<file path="src/rtl/pgmem_pkg.sv">
package pgmem_pkg;

  typedef enum logic [2:0] {
    ST_IDLE,
    ST_LAT,
    ST_ACC,
    ST_OPEN,
    ST_PRE
  } pg_state_e;

  // precharge clocks for a profile
  function automatic int pre_clocks(input bit fast);
    return fast ? 2 : 1;
  endfunction

  // initial-latency clocks after a row opening
  function automatic int lat_clocks(input bit fast);
    return fast ? 1 : 0;
  endfunction

endpackage

</file>
<file path="src/rtl/pgmem_idle_timer.sv">
module pgmem_idle_timer #(
  parameter int LIMIT = 64
) (
  input  logic clk,
  input  logic rst_n,
  input  logic run,
  output logic expired
);

  localparam int CNT_W = (LIMIT > 1) ? $clog2(LIMIT) : 1;

  logic [CNT_W-1:0] cnt_q, cnt_d;

  always_comb begin
    expired = run && (cnt_q == CNT_W'(LIMIT - 1));
    if (!run)         cnt_d = '0;
    else if (expired) cnt_d = cnt_q;
    else              cnt_d = cnt_q + 1'b1;
  end

  always_ff @(posedge clk or negedge rst_n) begin
    if (!rst_n) cnt_q <= '0;
    else        cnt_q <= cnt_d;
  end


  idle_close_chk: assert property (@(posedge clk) disable iff (!rst_n)
    expired |=> !run);

endmodule

</file>
<file path="src/rtl/pgmem_seq.sv">
module pgmem_seq
  import pgmem_pkg::*;
#(
  parameter int ADDR_W = 17,
  parameter int COL_W  = 3,
  parameter int DATA_W = 8,
  parameter bit FAST   = 1'b0
) (
  input  logic              clk,
  input  logic              rst_n,
  input  logic              req_valid,
  input  logic              req_write,
  input  logic [ADDR_W-1:0] req_addr,
  input  logic [DATA_W-1:0] req_wdata,
  input  logic              expired,
  input  logic [DATA_W-1:0] mem_dq_in,
  output logic              req_ready,
  output pg_state_e         state,
  output logic              cur_write,
  output logic [ADDR_W-1:0] cur_addr,
  output logic [DATA_W-1:0] cur_wdata,
  output logic              timer_run,
  output logic              rsp_valid,
  output logic [DATA_W-1:0] rsp_rdata
);

  localparam int LAT_CLKS = lat_clocks(FAST);
  localparam int PRE_CLKS = pre_clocks(FAST);
  localparam pg_state_e FIRST_ST = (LAT_CLKS > 0) ? ST_LAT : ST_ACC;

  pg_state_e         state_q, state_d;
  logic              pend_q, pend_d;
  logic [1:0]        pre_q, pre_d;
  logic              wr_q;
  logic [ADDR_W-1:0] addr_q;
  logic [DATA_W-1:0] wdata_q;
  logic              rv_q, rv_d;
  logic [DATA_W-1:0] rd_q;
  logic              accept, same_row, rd_en;

  always_comb begin
    req_ready = (state_q == ST_IDLE) || (state_q == ST_OPEN) ||
                ((state_q == ST_ACC) && !wr_q);
    accept    = req_valid && req_ready;
    same_row  = req_addr[ADDR_W-1:COL_W] == addr_q[ADDR_W-1:COL_W];
    timer_run = (state_q == ST_OPEN) && !req_valid;
    rd_en     = (state_q == ST_ACC) && !wr_q;
    rv_d      = rd_en;
  end

  always_comb begin
    state_d = state_q;
    pend_d  = pend_q;
    unique case (state_q)
      ST_IDLE: if (accept) state_d = FIRST_ST;
      ST_LAT:  state_d = ST_ACC;
      ST_ACC, ST_OPEN: begin
        if (accept) begin
          state_d = same_row ? ST_ACC : ST_PRE;
          pend_d  = !same_row;
        end else if (state_q == ST_ACC) begin
          state_d = ST_OPEN;
        end else if (expired) begin
          state_d = ST_PRE;
          pend_d  = 1'b0;
        end
      end
      ST_PRE:  if (pre_q == 2'd0) state_d = pend_q ? FIRST_ST : ST_IDLE;
      default: state_d = ST_IDLE;
    endcase
  end

  always_comb begin
    if ((state_d == ST_PRE) && (state_q != ST_PRE)) pre_d = 2'(PRE_CLKS - 1);
    else if ((state_q == ST_PRE) && (pre_q != 2'd0)) pre_d = pre_q - 1'b1;
    else pre_d = pre_q;
  end

  always_ff @(posedge clk or negedge rst_n) begin
    if (!rst_n) begin
      state_q <= ST_IDLE;
      pend_q  <= 1'b0;
      pre_q   <= 2'd0;
      rv_q    <= 1'b0;
    end else begin
      state_q <= state_d;
      pend_q  <= pend_d;
      pre_q   <= pre_d;
      rv_q    <= rv_d;
    end
  end

  always_ff @(posedge clk or negedge rst_n) begin
    if (!rst_n) begin
      wr_q    <= 1'b0;
      addr_q  <= '0;
      wdata_q <= '0;
    end else if (accept) begin
      wr_q    <= req_write;
      addr_q  <= req_addr;
      wdata_q <= req_wdata;
    end
  end

  always_ff @(posedge clk or negedge rst_n) begin
    if (!rst_n)     rd_q <= '0;
    else if (rd_en) rd_q <= mem_dq_in;
  end

  assign state     = state_q;
  assign cur_write = wr_q;
  assign cur_addr  = addr_q;
  assign cur_wdata = wdata_q;
  assign rsp_valid = rv_q;
  assign rsp_rdata = rd_q;


  lat_then_acc_chk: assert property (@(posedge clk) disable iff (!rst_n)
    (state_q == ST_LAT) |=> (state_q == ST_ACC));

endmodule

</file>
<file path="src/rtl/pgmem_pins.sv">
module pgmem_pins
  import pgmem_pkg::*;
#(
  parameter int ADDR_W = 17,
  parameter int DATA_W = 8
) (
  input  pg_state_e         state,
  input  logic              cur_write,
  input  logic [ADDR_W-1:0] cur_addr,
  input  logic [DATA_W-1:0] cur_wdata,
  output logic              mem_ce_n,
  output logic              mem_we_n,
  output logic              mem_oe_n,
  output logic [ADDR_W-1:0] mem_addr,
  output logic [DATA_W-1:0] mem_dq_out,
  output logic              mem_dq_oe
);

  logic in_acc;

  always_comb begin
    in_acc     = (state == ST_ACC);
    mem_ce_n   = (state == ST_IDLE) || (state == ST_PRE);
    mem_we_n   = !(in_acc && cur_write);
    mem_oe_n   = !(in_acc && !cur_write);
    mem_dq_oe  = in_acc && cur_write;
    mem_addr   = cur_addr;
    mem_dq_out = cur_wdata;
  end

endmodule

</file>
<file path="src/rtl/pgmem_ctrl.sv">
module pgmem_ctrl
  import pgmem_pkg::*;
#(
  parameter int ADDR_W     = 17,
  parameter int COL_W      = 3,
  parameter int DATA_W     = 8,
  parameter bit FAST       = 1'b0,
  parameter int IDLE_CLOSE = 64
) (
  input  logic              clk,
  input  logic              rst_n,
  input  logic              req_valid,
  output logic              req_ready,
  input  logic              req_write,
  input  logic [ADDR_W-1:0] req_addr,
  input  logic [DATA_W-1:0] req_wdata,
  output logic              rsp_valid,
  output logic [DATA_W-1:0] rsp_rdata,
  output logic              mem_ce_n,
  output logic              mem_we_n,
  output logic              mem_oe_n,
  output logic [ADDR_W-1:0] mem_addr,
  output logic [DATA_W-1:0] mem_dq_out,
  output logic              mem_dq_oe,
  input  logic [DATA_W-1:0] mem_dq_in
);

  pg_state_e         state;
  logic              cur_write;
  logic [ADDR_W-1:0] cur_addr;
  logic [DATA_W-1:0] cur_wdata;
  logic              timer_run, expired;

  pgmem_seq #(
    .ADDR_W(ADDR_W), .COL_W(COL_W), .DATA_W(DATA_W), .FAST(FAST)
  ) u_seq (
    .clk(clk), .rst_n(rst_n),
    .req_valid(req_valid), .req_write(req_write),
    .req_addr(req_addr), .req_wdata(req_wdata),
    .expired(expired), .mem_dq_in(mem_dq_in),
    .req_ready(req_ready), .state(state),
    .cur_write(cur_write), .cur_addr(cur_addr), .cur_wdata(cur_wdata),
    .timer_run(timer_run),
    .rsp_valid(rsp_valid), .rsp_rdata(rsp_rdata)
  );

  pgmem_idle_timer #(.LIMIT(IDLE_CLOSE)) u_timer (
    .clk(clk), .rst_n(rst_n), .run(timer_run), .expired(expired)
  );

  pgmem_pins #(.ADDR_W(ADDR_W), .DATA_W(DATA_W)) u_pins (
    .state(state), .cur_write(cur_write),
    .cur_addr(cur_addr), .cur_wdata(cur_wdata),
    .mem_ce_n(mem_ce_n), .mem_we_n(mem_we_n), .mem_oe_n(mem_oe_n),
    .mem_addr(mem_addr), .mem_dq_out(mem_dq_out), .mem_dq_oe(mem_dq_oe)
  );


  page_keeps_ce_chk: assert property (@(posedge clk) disable iff (!rst_n)
    (!mem_ce_n && req_valid && req_ready &&
     (req_addr[ADDR_W-1:COL_W] == mem_addr[ADDR_W-1:COL_W])) |=> !mem_ce_n);


  pre_not_ready_chk: assert property (@(posedge clk) disable iff (!rst_n)
    $rose(mem_ce_n) |-> !req_ready);


  we_single_pulse_chk: assert property (@(posedge clk) disable iff (!rst_n)
    !mem_we_n |=> mem_we_n);


  dq_dir_chk: assert property (@(posedge clk) disable iff (!rst_n)
    mem_dq_oe |-> (!mem_we_n && mem_oe_n));


  rsp_after_read_chk: assert property (@(posedge clk) disable iff (!rst_n)
    !mem_oe_n |=> rsp_valid);

endmodule

</file>
<file path="config.mk">
export PLATFORM = sky130hd
export DESIGN_NAME = pgmem_ctrl
export DESIGN_NICKNAME = d
export VERILOG_FILES = /design/src/rtl/pgmem_pkg.sv /design/src/rtl/pgmem_idle_timer.sv /design/src/rtl/pgmem_seq.sv /design/src/rtl/pgmem_pins.sv /design/src/rtl/pgmem_ctrl.sv
export SDC_FILE = /design/constraint.sdc
export NUM_CORES = 1
export LEC_CHECK = 0
export ABC_AREA = 1
export BUFFER_PORTS_ARGS = -buffer_cell sky130_fd_sc_hd__buf_2
export CORE_MARGIN = 4
export CORE_UTILIZATION = 56
export CTS_BUF_LIST = sky130_fd_sc_hd__clkbuf_4
export DETAILED_ROUTE_END_ITERATION = 8
export GPL_TIMING_DRIVEN = 0
export PLACE_DENSITY = 0.92
export SETUP_SLACK_MARGIN = 0.1
export SYNTH_ARGS = -nofsm -noshare
export SYNTH_HDL_FRONTEND = slang
export SYNTH_SLANG_ARGS = --single-unit
</file>
<file path="constraint.sdc">
create_clock -name clk -period 5.05 [get_ports clk]
set_clock_uncertainty 0.2 [all_clocks]
set_input_delay 0.7575 -clock clk [delete_from_list [all_inputs] [get_ports clk]]
set_output_delay 0.7575 -clock clk [all_outputs]
set_load 0.02 [all_outputs]
</file>
==> impl_metrics.yaml <==
logic_synthesis:
  synth.distinct_cells: 24
  ys_seq_elements: 47
  syn_area_per_cell_sq_um: 7.76
  synth.area.mux_share: 0
  synth_top_family_by_area: "simple AND/OR/NAND/NOR gates"
  netlist_area_sq_um: 2270
  synthCells: 293
  synth_xor_area_frac: 0.00770
  yosysWarnings: 0
  seq_area_frac_synth: 0.517
  synth_fa_ha_area_frac: 0.0110
  synth-compound-area-share: 0.0611
  synth-simple-area-share: 0.320
  synth_nets: 332
floorplanning:
  die_h_um: 71.7
  num_io_pins: 76
  die-area_sq_um: 5150
  dieWidth_um: 71.7
  start_util: 0.599
  coreArea_sq_um: 3800
  rows: 22
timing:
  whs_ns: 0.297
  worst_slew_pin_slew_ns: 1.01
  slew_headroom: 0.328
  setup_tns_ns: 0
  max_freq_mhz: 403
  drv_slew: 0
  rsz0062_at_grt: "false"
  setup_violations: 0
  fin_crit_ns: 2.48
  min_period_over_period: 0.492
  final_hold_viol_count: 0
layout:
  mostFrequentLayoutCells: "nand2_1 (127), buf_2 (78), dfrtp_1 (47)"
  diodes: 0
  syn2layout_area_growth_pct: 23.8
  drive_gt1_frac: 0.303
  final_common_cell: "nand2_1"
  fin_nets: 414
worst_hold_path:
  hold_path.startpoint: "u_seq.rsp_rdata[6]$_DFFE_PN0P_"
  holdPathStages: 2
  holdPathEnd: "u_seq.rsp_rdata[6]$_DFFE_PN0P_"
  hp-class: "flop to flop"
critical_path:
  critPathLaunch: "u_seq.state[2]$_DFF_PN0_"
  crit_fanout: 10
  reg2reg_to: "u_seq.pre_q[1]$_DFFE_PN0P_"
  cp-end-kind: "output port"
  timing.rr.start: "u_timer.cnt_q[0]$_DFFE_PN0P_"
  path_depth: 5
  required_ns: 4.09
  crit_type: "flop to output port"
  crit_top_cell: "nand2_2"
  cp_top_family: "flip-flops"
  cpPeakStageDelay_ns: 0.46
  cp-start-kind: "flop"
  slowest_stage: "dfrtp_1"
  critPathArrivalTime_ns: 1.53
  cp_num_buf_inv: 2
  r2r_slack_ns: 3.17
  r2r_cells: 10
  path_cells: "inv_2 > nand2_2 > nor2_1 > nand2_2 > buf_2"
drt:
  drt_pass1_iterations: 4
  remaining_drc_errors: 0
  postRouteAntennaNets: 0
  wirelength_um: 5070
  wire_per_inst_um: 12.0
  avgViaCountPerCell: 4.89
  drt-initial-drc-count: 143
  num_vias: 2074
placement:
  dp_hpwl_um: 3800
  io_buffers: 75
  globalplace.congestion: 0.938
global_routing:
  overflow: 0
  antenna_found_initial: 0
  grt_pass1_wl_um: 8620
  gr-usage-all-layers: 0.211
  grt_pass1_vias: 1974
  grt_max_degree: 48
clocking:
  path_clk_slew_ns: 0.13
  htreeDepth: 2
  hold_buffers: 0
  cts.sinks: 47
  cts_setup_buffers: 0
  cts_buffers: 5
  clk_path_buf_depth: 2
  cts_tree: "built"
  clock_latency_ns: 0.36
  cts_root_buffer: "clkbuf_4"
  post_cts_resize_count: 0
power:
  finalPower_w: 0.00178
  p_per_area_nw_per_um2: 632
  peakVddDrop_uv: 397
  p_leak_nw: 1.65
outcome:
  status: "finished clean"
run:
  cap_viol_max_count: 0
[where the power goes]
group / internal, W / switching [W] / total, W
clock network: 0.000160 / 0.000115 / 0.000275
logic: 0.000292 / 0.000563 / 0.000855
registers: 0.000532 / 0.000117 / 0.000649
total: 0.000984 / 0.000795 / 0.00178
[cell families after synthesis]
group,Yosys count
adders and majority gates,2
buffers and inverters,44
AOI/OAI and AO/OA,26
DFF,47
and+or+nand+nor,172
xor gates and xnor gates,2
[sequential cells by signal, indices dropped and copies added, names as in the netlist]
| register | flops |
|---|---|
| u_seq.cur_write | 1 |
| u_seq.pend_q | 1 |
| u_seq.pre_q | 2 |
| u_seq.state | 3 |
| u_seq.cur_addr | 17 |
| u_seq.rsp_valid | 1 |
| u_timer.cnt_q | 6 |
| u_seq.cur_wdata | 8 |
| u_seq.rsp_rdata | 8 |
[through the flow]
stage               std cells  cell area, sq um  setup slack [ns]  utilization
CTS                       424              2820              2.56        0.741
floorplan                 293              2270              3.05            -
global placement          416              2710              3.00        0.713
detailed placement        416              2710              2.98        0.713
global route              424              2820              2.45        0.741
finish                    424              2820              2.57        0.741
[layout make-up]
type,count,area (sq um)
Fill cell,292,983
Buffer,5,41.3
Timing Repair Buffer,75,375
Clock buffer,6,45.0
Clock inverter,2,60.1
Sequential cell,47,1180
Tap cell,48,60.1
Multi-Input combinational cell,202,908
Inverter,39,149
[worst reg2reg max path, stage by stage (launching register included)]
cell	delay, ns
dfrtp_1	0.42
ha_1	0.21
nand2_1	0.08
nor2_2	0.13
nand3_2	0.14
nor2_2	0.19
inv_2	0.08
nand3_1	0.09
nand3_2	0.11
nand3_1	0.09
nand2_1	0.05
[Yosys cell counts]
library cell  number  area share
inv_1             34       0.056
buf_6              1      0.0050
clkinv_1           1      0.0016
inv_4              1      0.0028
xnor2_1            2      0.0077
o21ai_2            1      0.0039
nand2_2           13       0.036
nand3_2            3       0.013
dfrtp_1           47        0.52
nand2_4            1      0.0050
o21ai_1            2      0.0044
o21ai_0           18       0.040
ha_1               2       0.011
o211ai_1           1      0.0033
nand2_1          127        0.21
a31oi_1            2      0.0055
inv_2              3      0.0050
nor2_1            14       0.023
buf_8              1      0.0066
buf_2              3      0.0066
nor2_2             3      0.0083
a21oi_1            2      0.0044
or2_2              1      0.0028
nand3_1           10       0.022
[worst max-delay path by stage]
stage | end
floorplan | mem_dq_oe
global placement | mem_oe_n
detailed placement | mem_oe_n
CTS | mem_oe_n
global route | mem_oe_n
finish | mem_oe_n
[layer usage]
metal	GRT usage	routed length, um	vias to the layer above
met2	0.353	2620	58
met3	0.0547	304	10
li1	-	-	1059
met5	0	0	-
met1	0.263	2040	947
met4	0.0772	109	0
Note: power is estimated with default switching activity, not from simulation.
